===== src/rtl/cfgplane_pkg.sv =====
package cfgplane_pkg;
  typedef enum logic [1:0] {
    LK_MISS = 2'd0,
    LK_HIT  = 2'd1,
    LK_WAIT = 2'd2
  } lookup_e;
endpackage


===== src/rtl/cfgplane_store.sv =====
module cfgplane_store #(
  parameter int NP = 4,
  parameter int NW = 8,
  parameter int DW = 16
) (
  input  logic                     clk,
  input  logic                     rst_n,
  input  logic                     we,
  input  logic [$clog2(NP)-1:0]    wplane,
  input  logic [$clog2(NW)-1:0]    waddr,
  input  logic [DW-1:0]            wdata,
  input  logic [$clog2(NP)-1:0]    rplane,
  output logic [NW-1:0][DW-1:0]    rwords
);
  logic [NP-1:0][NW-1:0][DW-1:0] bank;

  for (genvar gp = 0; gp < NP; gp++) begin : g_plane
    logic [NW-1:0][DW-1:0] words_q;
    always_ff @(posedge clk) begin
      if (!rst_n) words_q <= '0;
      else if (we && wplane == gp) words_q[waddr] <= wdata;
    end
    assign bank[gp] = words_q;
  end

  assign rwords = bank[rplane];

  // the live plane is never written
  a_r4_no_live_write: assert property (@(posedge clk) disable iff (!rst_n)
    we |-> (wplane != rplane));
endmodule


===== src/rtl/cfgplane_track.sv =====
module cfgplane_track #(
  parameter int NP = 4,
  parameter int TW = 4
) (
  input  logic                     clk,
  input  logic                     rst_n,
  input  logic                     load_ok,
  input  logic [$clog2(NP)-1:0]    load_plane,
  input  logic [TW-1:0]            load_tag,
  input  logic                     done,
  input  logic [$clog2(NP)-1:0]    done_plane,
  input  logic [$clog2(NP)-1:0]    active,
  output logic [NP-1:0]            valid,
  output logic [NP-1:0]            busy,
  output logic [NP-1:0][TW-1:0]    tags
);
  for (genvar gp = 0; gp < NP; gp++) begin : g_slot
    logic          v_q, b_q;
    logic [TW-1:0] t_q;
    always_ff @(posedge clk) begin
      if (!rst_n) begin
        v_q <= 1'b0;
        b_q <= 1'b0;
        t_q <= '0;
      end else if (load_ok && load_plane == gp) begin
        v_q <= 1'b0;
        b_q <= 1'b1;
        t_q <= load_tag;
      end else if (done && done_plane == gp) begin
        v_q <= 1'b1;
        b_q <= 1'b0;
      end
    end
    assign valid[gp] = v_q;
    assign busy[gp]  = b_q;
    assign tags[gp]  = t_q;
  end

  // the live plane is never in the middle of a fill
  a_r2_live_not_busy: assert property (@(posedge clk) disable iff (!rst_n)
    !busy[active]);
  // a completed fill leaves the plane valid and idle
  a_r3_done_sets_valid: assert property (@(posedge clk) disable iff (!rst_n)
    (done && !load_ok) |=> (valid[$past(done_plane)] && !busy[$past(done_plane)]));
  // valid and busy are exclusive per plane
  a_r1_flags_exclusive: assert property (@(posedge clk) disable iff (!rst_n)
    (valid & busy) == '0);
endmodule


===== src/rtl/cfgplane_select.sv =====
module cfgplane_select
  import cfgplane_pkg::*;
#(
  parameter int NP = 4,
  parameter int TW = 4
) (
  input  logic                     clk,
  input  logic                     rst_n,
  input  logic [NP-1:0]            valid,
  input  logic [NP-1:0]            busy,
  input  logic [NP-1:0][TW-1:0]    tags,
  input  logic                     done,
  input  logic [$clog2(NP)-1:0]    done_plane,
  input  logic                     exec_valid,
  input  logic [TW-1:0]            exec_tag,
  output logic                     exec_ready,
  output logic                     sw_fire,
  output logic [$clog2(NP)-1:0]    sw_target,
  output logic [$clog2(NP)-1:0]    active_q,
  output logic                     miss_q
);
  localparam int PW = $clog2(NP);

  logic [NP-1:0] tag_eq, hit_valid, hit_done, hit_busy;
  lookup_e       kind;
  logic [PW-1:0] idx;

  for (genvar gp = 0; gp < NP; gp++) begin : g_cmp
    assign tag_eq[gp]    = (tags[gp] == exec_tag);
    assign hit_valid[gp] = tag_eq[gp] && valid[gp];
    assign hit_done[gp]  = tag_eq[gp] && busy[gp] && done && (done_plane == gp);
    assign hit_busy[gp]  = tag_eq[gp] && busy[gp];
  end

  always_comb begin
    kind = LK_MISS;
    idx  = '0;
    for (int i = NP - 1; i >= 0; i--) begin
      if (hit_busy[i]) begin
        kind = LK_WAIT;
        idx  = PW'(i);
      end
    end
    for (int i = NP - 1; i >= 0; i--) begin
      if (hit_done[i]) begin
        kind = LK_HIT;
        idx  = PW'(i);
      end
    end
    if (hit_valid != '0) begin
      for (int i = NP - 1; i >= 0; i--) begin
        if (hit_valid[i]) idx = PW'(i);
      end
      kind = LK_HIT;
    end
  end

  assign exec_ready = (kind != LK_WAIT);
  assign sw_fire    = exec_valid && (kind == LK_HIT);
  assign sw_target  = idx;

  always_ff @(posedge clk) begin
    if (!rst_n) begin
      active_q <= '0;
      miss_q   <= 1'b0;
    end else begin
      if (sw_fire) active_q <= idx;
      miss_q <= exec_valid && (kind == LK_MISS);
    end
  end

  // a stalled request leaves the live plane alone
  a_r6_stall_holds: assert property (@(posedge clk) disable iff (!rst_n)
    (exec_valid && !exec_ready) |=> $stable(active_q));
  // a switch always lands on a complete plane
  a_r5_switch_valid: assert property (@(posedge clk) disable iff (!rst_n)
    sw_fire |=> valid[active_q]);
  // a miss is flagged and does not move the live plane
  a_r8_miss_holds: assert property (@(posedge clk) disable iff (!rst_n)
    (exec_valid && exec_ready && !sw_fire) |=> (miss_q && $stable(active_q)));
endmodule


===== src/rtl/mcp_ctrl.sv =====
module mcp_ctrl #(
  parameter int NP = 4,
  parameter int NW = 8,
  parameter int DW = 16,
  parameter int TW = 4
) (
  input  logic                      clk,
  input  logic                      rst_n,
  input  logic                      cfg_valid,
  output logic                      cfg_ready,
  input  logic [$clog2(NP)-1:0]     cfg_plane,
  input  logic [$clog2(NW)-1:0]     cfg_addr,
  input  logic [DW-1:0]             cfg_data,
  input  logic                      cfg_last,
  output logic                      cfg_err,
  input  logic                      load_req,
  input  logic [$clog2(NP)-1:0]     load_plane,
  input  logic [TW-1:0]             load_tag,
  output logic                      load_err,
  input  logic                      exec_valid,
  output logic                      exec_ready,
  input  logic [TW-1:0]             exec_tag,
  output logic                      exec_miss,
  output logic [NP-1:0]             plane_valid,
  output logic [NP-1:0]             plane_busy,
  output logic [$clog2(NP)-1:0]     active_plane,
  output logic [NW*DW-1:0]          act_words
);
  localparam int PW = $clog2(NP);

  logic                    cfg_fire, wr_ok, done, load_ok;
  logic                    sw_fire;
  logic [PW-1:0]           sw_target, active;
  logic [NP-1:0][TW-1:0]   tags;
  logic [NW-1:0][DW-1:0]   rwords;
  logic                    cfg_err_q, load_err_q;

  assign cfg_ready = !load_req;
  assign cfg_fire  = cfg_valid && cfg_ready;
  assign wr_ok     = cfg_fire && plane_busy[cfg_plane] && (cfg_plane != active);
  assign done      = wr_ok && cfg_last;
  assign load_ok   = load_req && (load_plane != active)
                     && !(sw_fire && sw_target == load_plane);

  always_ff @(posedge clk) begin
    if (!rst_n) begin
      cfg_err_q  <= 1'b0;
      load_err_q <= 1'b0;
    end else begin
      cfg_err_q  <= cfg_fire && !wr_ok;
      load_err_q <= load_req && !load_ok;
    end
  end

  cfgplane_store #(.NP(NP), .NW(NW), .DW(DW)) u_store (
    .clk(clk), .rst_n(rst_n), .we(wr_ok), .wplane(cfg_plane),
    .waddr(cfg_addr), .wdata(cfg_data), .rplane(active), .rwords(rwords)
  );

  cfgplane_track #(.NP(NP), .TW(TW)) u_track (
    .clk(clk), .rst_n(rst_n), .load_ok(load_ok), .load_plane(load_plane),
    .load_tag(load_tag), .done(done), .done_plane(cfg_plane), .active(active),
    .valid(plane_valid), .busy(plane_busy), .tags(tags)
  );

  cfgplane_select #(.NP(NP), .TW(TW)) u_select (
    .clk(clk), .rst_n(rst_n), .valid(plane_valid), .busy(plane_busy),
    .tags(tags), .done(done), .done_plane(cfg_plane),
    .exec_valid(exec_valid), .exec_tag(exec_tag), .exec_ready(exec_ready),
    .sw_fire(sw_fire), .sw_target(sw_target), .active_q(active),
    .miss_q(exec_miss)
  );

  assign active_plane = active;
  assign act_words    = rwords;
  assign cfg_err      = cfg_err_q;
  assign load_err     = load_err_q;

  // a fill request holds off the stream for that cycle
  a_r10_load_blocks: assert property (@(posedge clk) disable iff (!rst_n)
    load_req |=> !$past(wr_ok));
endmodule


===== config.mk =====
export PLATFORM = sky130hd
export DESIGN_NAME = mcp_ctrl
export DESIGN_NICKNAME = d
export VERILOG_FILES = /design/src/rtl/cfgplane_pkg.sv /design/src/rtl/cfgplane_store.sv /design/src/rtl/cfgplane_track.sv /design/src/rtl/cfgplane_select.sv /design/src/rtl/mcp_ctrl.sv
export SDC_FILE = /design/constraint.sdc
export NUM_CORES = 1
export LEC_CHECK = 0
export BUFFER_PORTS_ARGS = -buffer_cell sky130_fd_sc_hd__buf_2
export CAP_MARGIN = 20
export CORE_MARGIN = 2
export CORE_UTILIZATION = 25
export CTS_BUF_LIST = sky130_fd_sc_hd__clkbuf_8
export DETAILED_ROUTE_END_ITERATION = 8
export HOLD_SLACK_MARGIN = 0.06
export PLACE_DENSITY = 0.46
export SYNTH_ARGS = -nofsm -noshare
export SYNTH_HDL_FRONTEND = slang
export SYNTH_SLANG_ARGS = --single-unit

===== constraint.sdc =====
create_clock -name clk -period 5.31 [get_ports clk]
set_input_delay 0.531 -clock clk [delete_from_list [all_inputs] [get_ports clk]]
set_output_delay 0.531 -clock clk [all_outputs]
set_load 0.01 [all_outputs]

### After elaboration in Yosys (flattened, before gate mapping)

Index checks and enable logic that the tools add are counted.

* register bits: 541
* bits of input ports: 37
* output and inout port bits: 143

* order comparisons: 4
* equal/unequal tests: 15
* mux-type cells: 40
* bitwise gates (word level): 1
* reductions and logical operators: 56

Operator list (count)
* $bwmux 128: 4
* $bmux 128 s2: 1
* $mux 128: 1
* $demux 16 s3: 1
* $mux 2: 22
* $logic_and 1x1->1: 40
* $eq 4x4->1: 4
* $mux 16: 1
* $mux 1: 9
* $eq 2x2->1 const B: 4
* $reduce_bool 2->1: 4
* $reduce_or 2->1: 4
* $eq 2x1->1 const B: 3
* $logic_not 2->1: 3
* $lt 2x3->1 const B: 2
* $logic_not 1->1: 4
* $lt 3x4->1 const B: 1
* $ne 2x2->1: 2
* $reduce_bool 4->1: 1
* $ge 3x1->1 const B: 1
* $bmux 1 s2: 1
* $eq 2x2->1: 1
* $ne 2x2->1 const B: 1
* $not 1->1: 1

### Longest topological paths before layout

* word-level depth: 22
* mapped depth: 9
* gate-level depth less buffers: 7

### Modules after synthesis

A second synthesis with hierarchy kept.

* cell total of the unflattened synthesis: 2080
* area total of the unflattened synthesis: 23005.8 um^2

Modules (own cells, without submodules)
* cfgplane_store: instances 1, cells each 1905, area each 21383.0 um^2
* cfgplane_track: instances 1, cells each 93, area each 938.4 um^2
* cfgplane_select: instances 1, cells each 65, area each 506.7 um^2
* mcp_ctrl: instances 1, cells each 17, area each 177.7 um^2

### Worst setup path before layout

Ideal clock, no wire load.

* kind: register to output
* from: reg u_select.active_q[0]
* to: out act_words[100]
* arrival time: 1.980 ns
* path slack: 2.799 ns
* stages on the path, launching flop included: 5
* cell sequence: dfxtp_1 > buf_4 > clkbuf_1 > buf_1 > mux4_2

* cells in the longest elaborated chain, start to end: 2

RTL lines
* from (decl): RTL line cfgplane_select.sv:19 `output logic [$clog2(NP)-1:0] active_q,`
* from (signal assigned): RTL line cfgplane_select.sv:67 `if (sw_fire) active_q <= idx;`
* $bmux 128 s2: RTL line cfgplane_store.sv:26 `assign rwords = bank[rplane];`
* $mux 128 (not written as such): RTL line cfgplane_store.sv:26
* to (decl): RTL line mcp_ctrl.sv:27 `output logic [NW*DW-1:0] act_words`

No other way between the ends. The select of a mux whose other input is x is not followed.

### Final worst setup path

* from: reg u_select.active_q[0]
* to: out act_words[95]

The elaborated chain is that of the path after synthesis.

==> impl_metrics.env <==
export IMPL_outcome="complete, no violations"
export IMPL_core_area_sq_um=89740
export IMPL_clockRootBuffer="clkbuf_8"
export IMPL_fin_skew_ns=0.03217
export IMPL_dieArea_sq_um=92690
export IMPL_hold_violations=0
export IMPL_syn_area_sq_um=22570
export IMPL_cts_htree_levels=3
export IMPL_place_congestion=0.7809
export IMPL_yosysWarnings=0
export IMPL_wire_per_inst_um=19.89
export IMPL_drv_cap=0
export IMPL_rows=110
export IMPL_internal_power_w=0.006196
export IMPL_syn_num_nets=2701
export IMPL_grt_use_met3=0.03359
export IMPL_worstSkewPairLatency_ns=0.72
export IMPL_tightest_slew_ns=1.065
export IMPL_ctsHoldBuffers=0
export IMPL_crit_type="flop to primary output"
export IMPL_drc=0
export IMPL_crit_path_top_delay_cell="dfxtp_4"
export IMPL_met1_usage=0.2203
export IMPL_async_reset_ff_frac=0
export IMPL_drive_gt1_frac=0.1823
export IMPL_cp_max_fo=96
export IMPL_io_buffers=179
export IMPL_setup_viol=0
export IMPL_rsz0062_at_grt="false"
export IMPL_drv_slew=0
export IMPL_dp_hpwl_mm=45.95
export IMPL_start_kind="flop"
export IMPL_clk_pin_slew_worst_paths_ns=0.06
export IMPL_syn_inst=2664
export IMPL_synth_area_per_cell_sq_um=8.471
export IMPL_power_density_nw_per_um2=313.0
export IMPL_grt_antenna_before_repair=4
export IMPL_crit_chain="buf_12, mux4_2, buf_2"
export IMPL_relSlewSlack=0.2899
export IMPL_io_pins=180
export IMPL_p_leak_nw=8.737
export IMPL_setup_tns_final_ns=0
export IMPL_grt_pass1_wl_mm=119.6
export IMPL_post_cts_buffers=0
export IMPL_area_growth_pct=16.72
export IMPL_cpPeakStageDelay_ns=0.90
export IMPL_required_ns=4.78
export IMPL_via_per_inst=4.692
export IMPL_fin_util=0.2935
export IMPL_max_freq_mhz=261.9
export IMPL_p_clk_frac=0.473
export IMPL_grt_ovfl_total=0
export IMPL_p_sw_w=0.002050
export IMPL_cp_data_arrival_time_ns=3.29
export IMPL_cts_tree="done"
export IMPL_clock_path_buffers=3
export IMPL_grt_max_degree=141
export IMPL_min_period_ns=3.818
export IMPL_globalRoute_busiestLayer="met2"
export IMPL_n_fill_cell=9523
export IMPL_nets=2797
export IMPL_dpl_cell_count=3838
export IMPL_cts_num_sinks=541
export IMPL_drt_iter0_drc=1444
export IMPL_ys_seq_area_frac=0.4799
export IMPL_peakVddDrop_v=0.0001442
export IMPL_final_cells=4010
export IMPL_start_util=0.2515
export IMPL_ys_ff_latch=541
export IMPL_hp_class="primary input to flop"
export IMPL_swShare=0.2486
export IMPL_power_share_combinational=0.033
export IMPL_crit_path_end_kind="primary output"
export IMPL_grt_total_usage=0.1686
export IMPL_postRouteWirelength_mm=79.76
export IMPL_die_h_um=304.5
export IMPL_netlist_cell_type_count=61
export IMPL_vias=18810
export IMPL_met2_usage=0.2741
export IMPL_die_x_um=304.5
export IMPL_grt_pass1_vias=18240
export IMPL_synth_flop_cell="dfxtp_1"
export IMPL_drt_pass1_iter_count=5
export IMPL_seqPwrFrac=0.494
export IMPL_drtAntennaViolNets=0
export IMPL_cts_made_buffers=96
export IMPL_cts_resized=0
export IMPL_synth_edf_count=0
export IMPL_post_route_period_util=0.7191
synth_stat cells, types with 2 or more instances:
master	instances	share of area
nand4_1	3	0.00083
nand3_1	7	0.0016
and2_1	7	0.0019
nor2_1	41	0.0068
buf_1	12	0.0020
xnor2_1	7	0.0027
nor2b_1	3	0.00083
buf_4	9	0.0030
and3b_1	2	0.00078
o2111ai_1	3	0.0012
and3_1	2	0.00055
mux4_2	128	0.13
a22oi_1	2	0.00067
nor3_1	5	0.0011
mux2i_1	18	0.0080
o21ai_0	2	0.00044
a211oi_1	2	0.00067
nand2_1	1088	0.18
clkbuf_1	193	0.032
buf_6	3	0.0015
o21a_1	4	0.0013
nor4_4	3	0.0028
xor2_1	14	0.0054
a21oi_1	515	0.11
inv_1	8	0.0013
or3_1	3	0.00083
a21oi_4	4	0.0029
dfxtp_1	541	0.48
nand3b_1	3	0.0010
path summary, 6_finish.rpt:
path / start / end / slack, ns / cells past startpoint
setup / recovery: u_select.active_q[0] / act_words[95] / 1.49 / 3
hold / removal: load_tag[3] / u_track.g_slot[3].t_q[3] / 0.20 / 3
setup reg to reg: u_select.active_q[0] / u_track.g_slot[1].t_q[2] / 2.14 / 7
hold reg to reg: u_store.bank[352] / u_store.bank[352] / 0.45 / 2
sequential cells by signal (all words and copies together), names as in the netlist:
signal	count
u_store.bank	512
u_track.g_slot.t_q	16
u_track.g_slot.b_q	4
u_track.g_slot.v_q	4
u_select.active_q	2
cfg_err	1
load_err	1
u_select.miss_q	1
placed cells by master, fill, tap and decap left out, types with 7 or more instances in the layout:
cell type     n
nand2_1    1088
dfxtp_1     539
a21oi_1     515
buf_2       179
mux4_2      128
clkbuf_8    124
inv_1        38
nor2_1       34
buf_4        34
mux2i_1      18
xor2_1       14
clkinv_2     10
and2_1        7
xnor2_1       7
nand3_1       7
nor2_2        7
kinds of logic after synthesis:
family | synth area share
AND/OR/NAND/NOR | 0.2050
AO/OA/AOI/OAI | 0.1310
flip-flops | 0.4799
XOR/XNOR | 0.008150
multiplexers | 0.1357
buffers and inverters | 0.04031
layout make-up:
class / count / area, sq um / area share
inverter: 9 / 41.29 / 0.001567
timing repair buffer: 216 / 1211 / 0.04598
antenna: 4 / 10.01 / 0.0003800
sequential: 541 / 10840 / 0.4114
tap: 1176 / 1471 / 0.05586
clock inverter: 44 / 207.7 / 0.007885
multi-input combinational: 1896 / 10860 / 0.4121
clock buffer: 124 / 1707 / 0.06479
power by group through the flow:
stage	Combinational, W	Sequential [W]	Clock, W
finish	0.000270	0.00407	0.00390
global route	0.000288	0.00407	0.00421
CTS	0.000273	0.00407	0.00403
detailed placement	0.000273	0.00416	0
global placement	0.000275	0.00416	0
floorplan	0.000153	0.00416	0
metrics by stage:
step	power (W)	instance area [sq um]	hold WS (ns)	setup slack, ns
after floorplan	0.004313	22570	0.4331	2.799
after global placement	0.004435	24420	0.4393	1.961
after detailed placement	0.004433	24420	0.4438	1.998
after CTS	0.008371	26330	0.1188	1.286
after global routing	0.008567	26330	0.1722	1.219
final	0.008246	26340	0.1951	1.492
critical path, delay by kind of cell, from the launching register on:
family                 cells  cell delay, ns
buffers and inverters      2            0.90
DFF                        1            0.90
muxes                      1            0.69
metal layers:
metal,up-vias,routed length (um),share of wire
li1,9121,-,-
met1,9090,35280,0.44
met2,464,37620,0.47
met3,133,4351,0.055
met4,6,2486,0.031
met5,-,32,0.00040
Power figures use the tool's default switching activity.
